--- src/rtl/sample_irq_pkg.sv ---
package sample_irq_pkg;
  typedef enum logic {
    MODE_ANALOG  = 1'b0,
    MODE_DIGITAL = 1'b1
  } irq_mode_e;
endpackage

--- src/rtl/sirq_rst_sync.sv ---
module sirq_rst_sync (
  input  logic clk,
  input  logic arst_n,
  output logic srst_n
);
  logic stage_q;
  logic out_q;

  always_ff @(posedge clk or negedge arst_n) begin
    if (!arst_n) begin
      stage_q <= 1'b0;
      out_q   <= 1'b0;
    end else begin
      stage_q <= 1'b1;
      out_q   <= stage_q;
    end
  end

  assign srst_n = out_q;
endmodule

--- src/rtl/sirq_period_ctr.sv ---
module sirq_period_ctr
  import sample_irq_pkg::*;
#(
  parameter int PER_DIG      = 800,
  parameter int PER_ANA      = 972,
  parameter int LOW_HALF_DIG = 13,
  parameter int LOW_HALF_ANA = 11,
  parameter int CW           = 10
) (
  input  logic            clk,
  input  logic            rst_n,
  input  logic            mode_dig,
  input  logic            dis,
  output logic [CW-1:0]   cnt_o,
  output logic            run_o,
  output irq_mode_e       mode_o,
  output logic            pulse_o
);
  localparam logic [CW-1:0] LAST_DIG = CW'(PER_DIG - 1);
  localparam logic [CW-1:0] LAST_ANA = CW'(PER_ANA - 1);
  localparam logic [CW-1:0] FULL_DIG = CW'(LOW_HALF_DIG / 2);
  localparam logic [CW-1:0] FULL_ANA = CW'(LOW_HALF_ANA / 2);

  logic [CW-1:0] cnt_q, cnt_d;
  logic          run_q, run_d;
  irq_mode_e     mode_q, mode_d;
  logic          pulse_q, pulse_d;
  logic [CW-1:0] last_cur;
  logic [CW-1:0] full_nxt;
  logic          at_last;
  logic          adv;

  assign last_cur = (mode_q == MODE_DIGITAL) ? LAST_DIG : LAST_ANA;
  assign at_last  = (cnt_q == last_cur);
  // clock enable: nothing moves while idle and disabled
  assign adv      = run_q | ~dis;

  always_comb begin
    cnt_d  = cnt_q;
    run_d  = run_q;
    mode_d = mode_q;
    if (dis) begin
      run_d = 1'b0;
      cnt_d = '0;
    end else if (!run_q || at_last) begin
      run_d  = 1'b1;
      cnt_d  = '0;
      mode_d = mode_dig ? MODE_DIGITAL : MODE_ANALOG;
    end else begin
      cnt_d = cnt_q + 1'b1;
    end
    full_nxt = (mode_d == MODE_DIGITAL) ? FULL_DIG : FULL_ANA;
    pulse_d  = run_d & (cnt_d < full_nxt);
  end

  always_ff @(posedge clk or negedge rst_n) begin
    if (!rst_n) begin
      cnt_q   <= '0;
      run_q   <= 1'b0;
      mode_q  <= MODE_ANALOG;
      pulse_q <= 1'b0;
    end else if (adv) begin
      cnt_q   <= cnt_d;
      run_q   <= run_d;
      mode_q  <= mode_d;
      pulse_q <= pulse_d;
    end
  end

  assign cnt_o   = cnt_q;
  assign run_o   = run_q;
  assign mode_o  = mode_q;
  assign pulse_o = pulse_q;
endmodule

--- src/rtl/sirq_half_ext.sv ---
module sirq_half_ext
  import sample_irq_pkg::*;
#(
  parameter int LOW_HALF_DIG = 13,
  parameter int LOW_HALF_ANA = 11
) (
  input  logic      clk,
  input  logic      rst_n,
  input  logic      pulse,
  input  irq_mode_e mode,
  output logic      irq_n
);
  localparam bit ODD_DIG = (LOW_HALF_DIG % 2) == 1;
  localparam bit ODD_ANA = (LOW_HALF_ANA % 2) == 1;

  logic half_q;

  generate
    if (ODD_DIG || ODD_ANA) begin : g_half
      logic odd_sel;
      assign odd_sel = (mode == MODE_DIGITAL) ? ODD_DIG : ODD_ANA;
      // falling-edge copy of the pulse extends it by half a cycle
      always_ff @(negedge clk or negedge rst_n) begin
        if (!rst_n) half_q <= 1'b0;
        else        half_q <= pulse & odd_sel;
      end
    end else begin : g_no_half
      assign half_q = 1'b0;
    end
  endgenerate

  assign irq_n = ~(pulse | half_q);
endmodule

--- src/rtl/sample_irq_gen.sv ---
module sample_irq_gen
  import sample_irq_pkg::*;
#(
  parameter int PER_DIG      = 800,
  parameter int PER_ANA      = 972,
  parameter int LOW_HALF_DIG = 13,
  parameter int LOW_HALF_ANA = 11
) (
  input  logic clk,
  input  logic rst_n,
  input  logic mode_dig,
  input  logic dis,
  output logic irq_n
);
  localparam int PER_MAX = (PER_DIG > PER_ANA) ? PER_DIG : PER_ANA;
  localparam int CW      = $clog2(PER_MAX);

  logic          srst_n;
  logic [CW-1:0] cnt_q;
  logic          run_q;
  irq_mode_e     mode_q;
  logic          pulse_q;

  sirq_rst_sync u_rst (
    .clk    (clk),
    .arst_n (rst_n),
    .srst_n (srst_n)
  );

  sirq_period_ctr #(
    .PER_DIG      (PER_DIG),
    .PER_ANA      (PER_ANA),
    .LOW_HALF_DIG (LOW_HALF_DIG),
    .LOW_HALF_ANA (LOW_HALF_ANA),
    .CW           (CW)
  ) u_ctr (
    .clk      (clk),
    .rst_n    (srst_n),
    .mode_dig (mode_dig),
    .dis      (dis),
    .cnt_o    (cnt_q),
    .run_o    (run_q),
    .mode_o   (mode_q),
    .pulse_o  (pulse_q)
  );

  sirq_half_ext #(
    .LOW_HALF_DIG (LOW_HALF_DIG),
    .LOW_HALF_ANA (LOW_HALF_ANA)
  ) u_half (
    .clk   (clk),
    .rst_n (srst_n),
    .pulse (pulse_q),
    .mode  (mode_q),
    .irq_n (irq_n)
  );
endmodule

--- config.mk ---
export PLATFORM = sky130hd
export DESIGN_NAME = sample_irq_gen
export DESIGN_NICKNAME = d
export VERILOG_FILES = /design/src/rtl/sample_irq_pkg.sv /design/src/rtl/sirq_rst_sync.sv /design/src/rtl/sirq_period_ctr.sv /design/src/rtl/sirq_half_ext.sv /design/src/rtl/sample_irq_gen.sv
export SDC_FILE = /design/constraint.sdc
export NUM_CORES = 1
export LEC_CHECK = 0
export BUFFER_PORTS_ARGS = -buffer_cell sky130_fd_sc_hd__buf_2
export CAP_MARGIN = 25
export CORE_MARGIN = 8
export CORE_UTILIZATION = 55
export CTS_CLUSTER_DIAMETER = 40
export DETAILED_ROUTE_END_ITERATION = 16
export PLACE_DENSITY_LB_ADDON = 0.12
export SLEW_MARGIN = 0
export SYNTH_ARGS = -nofsm -noshare
export SYNTH_HDL_FRONTEND = slang
export SYNTH_SLANG_ARGS = --single-unit
--- constraint.sdc ---
create_clock -name clk -period 1.1 [get_ports clk]
set_input_delay 0.11 -clock clk [delete_from_list [all_inputs] [get_ports clk]]
set_output_delay 0.11 -clock clk [all_outputs]
set_load 0.005 [all_outputs]
==> results of run 1 <==
kinds of logic after synthesis:
kind of cell / after synthesis / share of synthesized area
AOI/OAI and AO/OA: 28 / 0.200
xor gates and xnor gates: 3 / 0.0271
and+or+nand+nor: 45 / 0.259
DFF: 16 / 0.412
other: 1 / 0.00386
buffers and inverters: 5 / 0.0322
muxes: 3 / 0.0399
adders and majority gates: 2 / 0.0258
cell type report:
type	count	area, um^2	area share
Clock buffer	4	26.3	0.0178
Tap cell	17	21.3	0.0144
Sequential cell	16	400	0.271
Multi-Input combinational cell	82	631	0.427
Timing Repair Buffer	49	394	0.267
Inverter	1	3.75	0.00254
layout by cell type, fill, tap and decap left out, types with 2 or more instances in the layout:
| cell type | Yosys | routed |
|---|---|---|
| clkbuf_4 | 0 | 3 |
| buf_4 | 1 | 35 |
| nand4_1 | 5 | 5 |
| nor2_1 | 7 | 6 |
| a21oi_4 | 1 | 2 |
| nand3_1 | 5 | 4 |
| o21ai_1 | 0 | 3 |
| buf_2 | 1 | 4 |
| nor2b_1 | 3 | 2 |
| and3_1 | 3 | 2 |
| nor3_1 | 3 | 3 |
| nand2_1 | 8 | 8 |
| dfrtp_1 | 15 | 15 |
| o21ai_0 | 11 | 2 |
| a21oi_2 | 0 | 2 |
| a21oi_1 | 5 | 2 |
| and2_1 | 3 | 3 |
| nand2b_1 | 2 | 2 |
| o21ai_2 | 0 | 6 |
| buf_6 | 1 | 9 |
| a21o_1 | 3 | 3 |
synth_stat cells:
cell / count / area [um^2]
a21boi_0: 1 / 7.51
a21o_1: 3 / 22.5
a21oi_1: 5 / 25.0
a21oi_4: 1 / 16.3
a22o_1: 1 / 8.76
a22oi_1: 1 / 7.51
a2bb2oi_1: 1 / 8.76
and2_1: 3 / 18.8
and3_1: 3 / 18.8
and4_1: 1 / 8.76
and4bb_1: 2 / 25.0
buf_2: 1 / 5.00
buf_4: 1 / 7.51
buf_6: 1 / 11.3
clkbuf_1: 1 / 3.75
conb_1: 1 / 3.75
dfrtn_1: 1 / 25.0
dfrtp_1: 15 / 375
ha_1: 2 / 25.0
inv_1: 1 / 3.75
mux2_4: 1 / 15.0
mux2i_1: 1 / 10.0
mux2i_2: 1 / 13.8
nand2_1: 8 / 30.0
nand2b_1: 2 / 12.5
nand3_1: 5 / 25.0
nand4_1: 5 / 31.3
nor2_1: 7 / 26.3
nor2b_1: 3 / 18.8
nor3_1: 3 / 15.0
nor4_1: 1 / 6.26
o21ai_0: 11 / 55.1
o21bai_2: 1 / 11.3
o31ai_1: 2 / 15.0
o41ai_2: 1 / 16.3
or2_1: 1 / 6.26
or2_4: 1 / 8.76
xnor2_1: 2 / 17.5
xor2_1: 1 / 8.76
worst max-delay path, delay by kind of cell, from the launching register on:
family	cells	cell delay, ns
compound gates	4	0.58
flops	1	0.40
simple gates	3	0.62
mux	1	0.25
fa+ha+maj	2	0.47
report_power, final:
group	internal [mW]	switching, mW	leakage [nW]
sequential	0.610	0.0198	0.206
combinational	0.113	0.117	0.493
clock	0.142	0.214	0.0150
metal layers:
metal / vias to the layer above / track usage
met5: - / 0.0351
met1: 539 / 0.207
met2: 88 / 0.339
met3: 14 / 0.0552
li1: 474 / -
met4: 0 / 0.112
metrics by stage:
step | setup TNS [ns] | setup WS (ns) | instance area [um^2] | power (mW) | hold WS (ns)
final | -9.38 | -1.32 | 1480 | 1.22 | 0.0904
after global routing | -9.84 | -1.39 | 1480 | 1.24 | 0.0846
after CTS | -8.34 | -1.28 | 1370 | 1.15 | 0.0698
after detailed placement | -6.85 | -1.21 | 1230 | 0.811 | -0.102
after global placement | -6.39 | -1.07 | 1230 | 0.802 | -0.106
after floorplan | -6.01 | -1.20 | 973 | 0.718 | -0.186
flip-flops by register name, indices dropped and copies added, names as in the netlist:
signal         cells
u_ctr.cnt_o       10
u_ctr.mode_o       1
u_ctr.pulse_o      1
u_ctr.run_o        1
u_half.half_q      1
u_rst.srst_n       1
u_rst.stage_q      1
how the worst min path moves through the flow:
stage,slack (ns),cells past startpoint,from,to
after floorplan,-0.19,0,rst_n,u_rst.srst_n
after detailed placement,-0.10,1,rst_n,u_rst.stage_q
after global placement,-0.11,1,rst_n,u_rst.stage_q
after global routing,0.08,2,mode_dig,u_ctr.mode_o
after CTS,0.07,2,mode_dig,u_ctr.mode_o
final,0.09,2,mode_dig,u_ctr.mode_o
repair_timing:
| item | 4_1_cts | 5_1_grt |
|---|---|---|
| setup endpoints to repair | 13 | 13 |
| resized for setup | 14 | 26 |
| endpoints found under the hold margin | 2 | 0 |
| pin swaps | 6 | 11 |
| setup buffers | 7 | 11 |
| hold buffers | 1 | 0 |
==> reports/metrics.csv, run 1 <==
stage,metric,value,unit
status,status,"finished, violations left",
status,failing checks,setup timing,
detailed_routing,overall routed net length,3810,um
detailed_routing,top layer in use,met4,
critical_path,"Arr. time, crit path",2.63,ns
sta,fin crit period,2.42,ns
layout,Total Nets Final,159,
clocking,Worst-Skew Late Latency,0.30,ns
sta,final setup fails,13,
global_routing,GR Overflow Total,0,
critical_path,Worst setup SP type,register,
critical_path,critical path capture point type,register,
clocking,TritonCTS clock tree,done,
synthesis,"Seq/Total Area, Yosys",0.412,
detailed_routing,WL met2,1860,um
global_routing,largest net degree at the start of global routing,14,
floorplanning,die height,58.0,um
clocking,clk slew on worst S/H paths,0.10,ns
global_routing,first-pass GRT wire length,5040,um
placed_design,HPWL Detailed,2020,um
synthesis,Synth Register Bits,16,
critical_path,CP Data Required Time,1.31,ns
detailed_routing,Via-to-Cell Ratio,6.60,
placed_design,I/O Buffers,4,
clocking,CTS max path bufs,2,
detailed_routing,Avg WL per Cell,22.5,um
critical_path,Worst R2R End,u_ctr.pulse_o,
layout,antenna diode count,0,
critical_path,FF-to-FF Start,u_ctr.cnt_o[1],
layout,Non-Filler Instances,169,
synthesis,post-synthesis instance total,103,
placed_design,placed cells,153,
critical_path,critical path peak fanout,3,
detailed_routing,DR iter-0 viols,53,
critical_path,CP cell instances,ha_2 > nand4_1 > or2_1 > or2_4 > a21oi_4 > mux2i_1 > ha_1 > a21oi_2 > o21ai_2 > o41ai_2,
clocking,root buffer cell,clkbuf_4,
floorplanning,Die X,58.0,um
detailed_routing,WL met1,1440,um
detailed_routing,Routed Antenna Nets,0,
synthesis,Avg Synthesized Cell Area,9.43,um^2
sta,count of final hold-check violations,0,
clocking,H-tree depth,1,
sta,Max Clock Skew,0.00456,ns
floorplanning,core region area,0.00169,mm^2
critical_path,critical path class,reg2reg,
floorplanning,Initial Util,0.575,
floorplanning,boundary pin count,5,
synthesis,Synth warnings,0,
detailed_routing,met3 wire len,381,um
sta,RSZ-0062 raised after global routing,true,
detailed_routing,Via Count,1115,
global_routing,initial antenna violation count,0,
sta,Achievable Freq,413,MHz
critical_path,slack of the worst reg-to-reg path,-1.32,ns
min_path,HP Class,in2reg,
sta,Final Worst Setup Slack,-1.32,ns
layout,layout cell share with drive strength beyond 1,0.493,
detailed_routing,drt drc,0,
critical_path,"Slowest-stage cell, CP",dfrtp_1,
floorplanning,num rows,15,
critical_path,Slowest Stage Delay on Critical Path,0.40,ns
layout,post-layout util,0.874,
critical_path,crit path to,u_ctr.pulse_o,
layout,area grow syn2layout,52.1,%
power_and_ir_drop,Pleak,0.714,nW
critical_path,FF-to-FF path depth,10,
critical_path,CP startpoint,u_ctr.cnt_o[1],
detailed_routing,total iterations of the first detailed-routing run,4,
clocking,clk sinks,16,
power_and_ir_drop,worst vdd ir,0.000768,V
clocking,total CTS buffers,3,
placed_design,GP Congestion,0.887,
flow_run,# Max-Cap Violations,0,
power_and_ir_drop,PwrDens,824,mW/mm^2
sta,final period utilization,2.20,
sta,max-slew violation count,0,
floorplanning,area of the die,0.00337,mm^2
global_routing,Total GRT Usage,0.197,
global_routing,vias in the first global route,1090,
layout,Filler Cell Count,80,
synthesis,syn nets,109,
synthesis,Post-Syn Area,971,um^2
synthesis,Synth cell types,39,
No activity file was read; power rests on OpenSTA's default activity.
==> run 2: changes to the inputs <==
--- a/config.mk
+++ b/config.mk
@@ -12,6 +12,8 @@
 export CTS_CLUSTER_DIAMETER = 40
 export DETAILED_ROUTE_END_ITERATION = 16
 export PLACE_DENSITY_LB_ADDON = 0.12
+export REMOVE_ABC_BUFFERS = 1
+export SETUP_SLACK_MARGIN = 0.5
 export SLEW_MARGIN = 0
 export SYNTH_ARGS = -nofsm -noshare
 export SYNTH_HDL_FRONTEND = slang
==> reports/metrics.csv, run 2 (synthesis gave the netlist of run 1 again) <==
stage,metric,value,unit
critical_path,CP cell instances,ha_2 > nand4_1 > or2_1 > or2_4 > a21oi_4 > mux2i_1 > ha_1 > a21oi_2 > o21ai_2 > o41ai_2,
critical_path,"Slowest-stage cell, CP",dfrtp_1,
detailed_routing,Via Count,976,
power_and_ir_drop,Psw,0.321,mW
critical_path,critical path capture point type,register,
detailed_routing,Avg WL per Cell,17.1,um
sta,count of final hold-check violations,0,
critical_path,Slowest Stage Delay on Critical Path,0.38,ns
placed_design,post-place instance area,0.00122,mm^2
sta,Max Clock Skew,0.0141,ns
sta,fin crit period,2.24,ns
sta,RSZ-0062 raised after global routing,true,
layout,Register Area,400,um^2
detailed_routing,overall routed net length,2740,um
power_and_ir_drop,Int Power,0.855,mW
layout,Non-Filler Instances,160,
layout,max reg flops,10,
layout,most frequent cells in the layout,"32 x buf_4, 15 x dfrtp_1, 8 x nand2_1, 6 x o21ai_2, 6 x nor2_1",
detailed_routing,Routed Antenna Nets,0,
sta,max-slew violation count,0,
global_routing,first-pass GRT wire length,4490,um
critical_path,CP Data Required Time,1.29,ns
power_and_ir_drop,Clk pwr share,0.298,
critical_path,critical path class,reg2reg,
placed_design,HPWL Detailed,1910,um
global_routing,vias in the first global route,953,
layout,area grow syn2layout,40.2,%
critical_path,"Arr. time, crit path",2.43,ns
global_routing,largest net degree at the start of global routing,14,
layout,area of the multi-input gates,606,um^2
layout,Total Nets Final,150,
critical_path,critical path peak fanout,3,
sta,Final Worst Setup Slack,-1.14,ns
power_and_ir_drop,Pleak,0.670,nW
clocking,total CTS buffers,3,
placed_design,GP Congestion,0.895,
sta,Final TNS setup,-7.91,ns
detailed_routing,Via-to-Cell Ratio,6.10,
floorplanning,Die X,58.0,um
placed_design,I/O Buffers,4,
detailed_routing,drt drc,0,
layout,antenna diode count,0,
min_path,HP Class,in2reg,
flow_run,# Max-Cap Violations,0,
power_and_ir_drop,switching part of the total power,0.273,
critical_path,Worst setup SP type,register,
clocking,Worst-Skew Late Latency,0.30,ns
layout,layout cell share with drive strength beyond 1,0.441,
detailed_routing,DR iter-0 viols,62,
placed_design,placed cells,152,
clocking,clk sinks,16,
global_routing,initial antenna violation count,0,
sta,Hold Slack,0.0552,ns
global_routing,Total GRT Usage,0.172,
clocking,clk slew on worst S/H paths,0.11,ns
floorplanning,area of the die,0.00337,mm^2
power_and_ir_drop,Sequential Power Share,0.534,
sta,final period utilization,2.04,
clocking,H-tree depth,1,
sta,Achievable Freq,447,MHz
power_and_ir_drop,worst vdd ir,0.000823,V
floorplanning,die height,58.0,um
clocking,TritonCTS clock tree,done,
layout,Filler Cell Count,98,
layout,"Design Area, Final",0.00136,mm^2
clocking,root buffer cell,clkbuf_4,
global_routing,GR Overflow Total,0,
floorplanning,boundary pin count,5,
floorplanning,core region area,0.00169,mm^2
status,status,"finished, violations left",
detailed_routing,total iterations of the first detailed-routing run,4,
status,failing checks,setup timing,
power_and_ir_drop,Comb pwr share,0.169,
clocking,CTS max path bufs,2,
layout,"most common cell after layout, fill and taps aside",buf_4,
floorplanning,num rows,15,
layout,post-layout util,0.806,
floorplanning,Initial Util,0.575,
power_and_ir_drop,PwrDens,864,mW/mm^2
sta,final setup fails,13,
run 2: worst paths after layout:
kind                            depth (start not counted)  slack, ns           start            end
max in group asynchronous                               0       0.46    u_rst.srst_n  u_half.half_q
worst max-delay path                                   10      -1.14  u_ctr.cnt_o[0]  u_ctr.pulse_o
worst max register to register                         10      -1.14  u_ctr.cnt_o[0]  u_ctr.pulse_o
min in group asynchronous                               2       0.12           rst_n  u_rst.stage_q
worst min-delay path                                    2       0.06        mode_dig   u_ctr.mode_o
worst min register to register                          1       0.25    u_rst.srst_n    u_ctr.run_o
run 2: per-layer routing:
metal	vias to the layer above	part of all wire	routed length, um	GRT usage
met5	-	0	0	0
li1	459	-	-	-
met2	39	0.49	1330	0.266
met1	471	0.44	1200	0.232
met4	0	0.015	41	0.0629
met3	7	0.060	164	0.0331
run 2: cell type report:
| class | instances | share of cell area |
|---|---|---|
| clock buffers | 4 | 0.0193 |
| flip-flops and latches | 16 | 0.294 |
| well taps | 17 | 0.0156 |
| repair buffers | 40 | 0.223 |
| multi-input cells | 82 | 0.445 |
| inverters | 1 | 0.00276 |
run 2: what timing repair did:
action	4_1_cts	5_1_grt
setup buffers	3	0
pin swaps	13	2
setup endpoints to repair	15	15
cloned	0	0
resized for setup	24	5
hold buffers	1	0
hold endpoints to repair	2	0
run 2: worst max-delay path, delay by kind of cell, from the launching register on:
kind	cells	cell delay, ns
flip-flops	1	0.38
AND/OR/NAND/NOR	3	0.56
AO/OA/AOI/OAI	4	0.56
multiplexers	1	0.20
adder cells (fa/ha/maj)	2	0.43
run 2: through the flow:
stage / power (mW) / setup slack, ns
2_1_floorplan: 0.715 / -1.28
3_3_place_gp: 0.797 / -1.13
3_5_place_dp: 0.804 / -1.22
4_1_cts: 1.17 / -1.13
5_1_grt: 1.22 / -1.24
6_report: 1.18 / -1.14
run 2: power by group through the flow:
stage	sequential [mW]	clock [mW]	combinational [mW]
global route	0.631	0.374	0.216
floorplan	0.648	0	0.0669
CTS	0.628	0.342	0.195
global placement	0.637	0	0.160
detailed placement	0.639	0	0.165
finish	0.628	0.350	0.199
==> run 3: changes to the inputs <==
--- a/config.mk
+++ b/config.mk
@@ -5,6 +5,7 @@
 export SDC_FILE = /design/constraint.sdc
 export NUM_CORES = 1
 export LEC_CHECK = 0
+export ABC_AREA = 1
 export BUFFER_PORTS_ARGS = -buffer_cell sky130_fd_sc_hd__buf_2
 export CAP_MARGIN = 25
 export CORE_MARGIN = 8
@@ -12,6 +13,7 @@
 export CTS_CLUSTER_DIAMETER = 40
 export DETAILED_ROUTE_END_ITERATION = 16
 export PLACE_DENSITY_LB_ADDON = 0.12
+export RECOVER_POWER = 25
 export REMOVE_ABC_BUFFERS = 1
 export SETUP_SLACK_MARGIN = 0.5
 export SLEW_MARGIN = 0
==> constraint.sdc (replaced) <==
create_clock -name clk -period 2.7 [get_ports clk]
set_input_delay 0.27 -clock clk [delete_from_list [all_inputs] [get_ports clk]]
set_output_delay 0.27 -clock clk [all_outputs]
set_load 0.005 [all_outputs]
==> reports/metrics.csv, run 3 <==
stage,metric,value,unit
sta,max-slew violation count,0,
floorplanning,area of the die,0.00323,mm^2
synthesis,cell taking the most area after synthesis,dfrtp_1,
synthesis,Synth Flop Type,dfrtp_1,
floorplanning,Die X,56.9,um
clocking,total CTS buffers,3,
placed_design,GP Congestion,0.900,
critical_path,CP Data Required Time,2.43,ns
synthesis,post-synthesis instance total,114,
synthesis,Post-synth EDFFs,0,
critical_path,critical path class,reg2out,
critical_path,slack of the worst reg-to-reg path,0.57,ns
synthesis,Post-Syn Area,918,um^2
detailed_routing,total iterations of the first detailed-routing run,4,
clocking,root buffer cell,clkbuf_4,
global_routing,Total GRT Usage,0.127,
layout,post-layout util,0.636,
critical_path,critical path peak fanout,1,
synthesis,Async SR Flop Fraction,1.00,
detailed_routing,DR iter-0 viols,13,
sta,worst-margin pin slew,0.773,ns
flow_run,# Max-Cap Violations,0,
layout,layout cell share with drive strength beyond 1,0.148,
detailed_routing,overall routed net length,1800,um
detailed_routing,Avg WL per Cell,13.1,um
layout,Non-Filler Instances,138,
synthesis,Avg Synthesized Cell Area,8.06,um^2
floorplanning,boundary pin count,5,
placed_design,I/O Buffers,4,
detailed_routing,Routed Antenna Nets,0,
placed_design,HPWL Detailed,1330,um
synthesis,Synth cell types,29,
clocking,H-tree depth,1,
global_routing,vias in the first global route,800,
clocking,clk slew on worst S/H paths,0.09,ns
sta,Hold Slack,0.225,ns
detailed_routing,Via Count,765,
synthesis,Synth warnings,0,
clocking,post-CTS setup buffer count,0,
clocking,Worst-Skew Late Latency,0.29,ns
detailed_routing,Via-to-Cell Ratio,5.54,
global_routing,GR Overflow Total,0,
synthesis,top cells by instance count after synthesis,"26 x nand2_1, 15 x dfrtp_1, 15 x inv_1",
power_and_ir_drop,worst vdd ir,0.000318,V
synthesis,share of the synthesized area in the top cell type,0.409,
global_routing,initial antenna violation count,0,
synthesis,"Seq/Total Area, Yosys",0.436,
floorplanning,core region area,0.00154,mm^2
layout,"Design Area, Final",981,um^2
min_path,HP Class,in2reg,
layout,Total Nets Final,129,
sta,Slew headroom,0.485,
power_and_ir_drop,PwrDens,452,mW/mm^2
clocking,clk sinks,16,
clocking,TritonCTS clock tree,done,
status,status,completed,
layout,antenna diode count,0,
critical_path,critical path capture point type,output port,
global_routing,first-pass GRT wire length,3280,um
clocking,post-cts resize count,0,
power_and_ir_drop,Pleak,0.438,nW
placed_design,post-place instance area,950,um^2
placed_design,placed cells,133,
layout,"most common cell after layout, fill and taps aside",nand2_1,
layout,max reg flops,10,
synthesis,Synth Register Bits,16,
synthesis,largest cells by area after synthesis,"dfrtp_1 41%, nand2_1 11%, inv_1 6.1%, nand3_1 3.8%, nor2_1 3.7%",
clocking,CTS max path bufs,2,
sta,RSZ-0062 raised after global routing,true,
sta,count of final hold-check violations,0,
floorplanning,num rows,14,
layout,most frequent cells in the layout,"26 x nand2_1, 15 x inv_1, 15 x dfrtp_1, 9 x nor2_1, 7 x nand3_1",
floorplanning,Initial Util,0.596,
detailed_routing,drt drc,0,
critical_path,Worst setup SP type,register,
layout,area grow syn2layout,6.81,%
sta,Max Clock Skew,0.00255,ns
critical_path,"Arr. time, crit path",2.19,ns
floorplanning,die height,56.9,um
sta,Final TNS setup,0,ns
global_routing,largest net degree at the start of global routing,15,
synthesis,most frequent cell after synthesis,nand2_1,
sta,final setup fails,0,
## run 3: final cells by class
cell class	instances	area, um^2
fill	143	561
multi-input combinational	78	434
sequential	16	400
inverter	18	67.6
timing repair buffer	6	32.5
clock buffer	4	26.3
tap	16	20.0
## run 3: cell families (layout without fill, tap and decap cells)
kind of cell / count (synthesis) / in the layout / synth area share
AND/OR/NAND/NOR: 58 / 58 / 0.316
buffers and inverters: 20 / 28 / 0.0913
flip-flops: 16 / 16 / 0.436
AO/OA/AOI/OAI: 14 / 14 / 0.0967
XOR/XNOR: 3 / 3 / 0.0286
adder cells (fa/ha/maj): 2 / 2 / 0.0272
other: 1 / 1 / 0.00408
## run 3: routing by layer
layer	up-vias	GRT usage	share of wire	wire [um]
li1	385	-	-	-
met1	360	0.148	0.47	843
met2	16	0.205	0.46	832
met3	4	0.0270	0.043	77
met4	0	0.0805	0.027	48
met5	-	0	0	0
## run 3: timing repair
item / CTS / global route
cloned: 0 / 0
endpoints found under the hold margin: 2 / 0
hold buffers: 1 / 0
pin swaps: 1 / 0
setup endpoints to repair: 1 / 1
## run 3: stage by stage
step                power (mW)  setup slack (ns)
finish                   0.444             0.243
global route             0.461             0.205
CTS                      0.446             0.240
detailed placement       0.312             0.556
global placement         0.311             0.562
floorplan                0.297             0.659
## run 3: path summary, 6_finish.rpt
| kind | end | cells after the start | start |
|---|---|---|---|
| max | irq_n | 2 | u_half.half_q |
| min | u_ctr.cnt_o[6] | 2 | dis |
| max reg2reg | u_half.half_q | 1 | u_rst.srst_n |
| min reg2reg | u_rst.srst_n | 0 | u_rst.stage_q |
| max in group asynchronous | u_half.half_q | 1 | u_rst.srst_n |
| min in group asynchronous | u_rst.stage_q | 2 | rst_n |
## run 3: critical path: stages (launching register included)
cell	delay [ns]
dfrtn_1	0.39
nor2_1	0.03
buf_2	0.12
## run 3: power by group
part | internal (mW) | total, mW | switching [mW]
Combinational | 0.0174 | 0.0494 | 0.0320
Sequential | 0.250 | 0.258 | 0.00824
Clock | 0.0576 | 0.136 | 0.0787
Total | 0.325 | 0.444 | 0.119
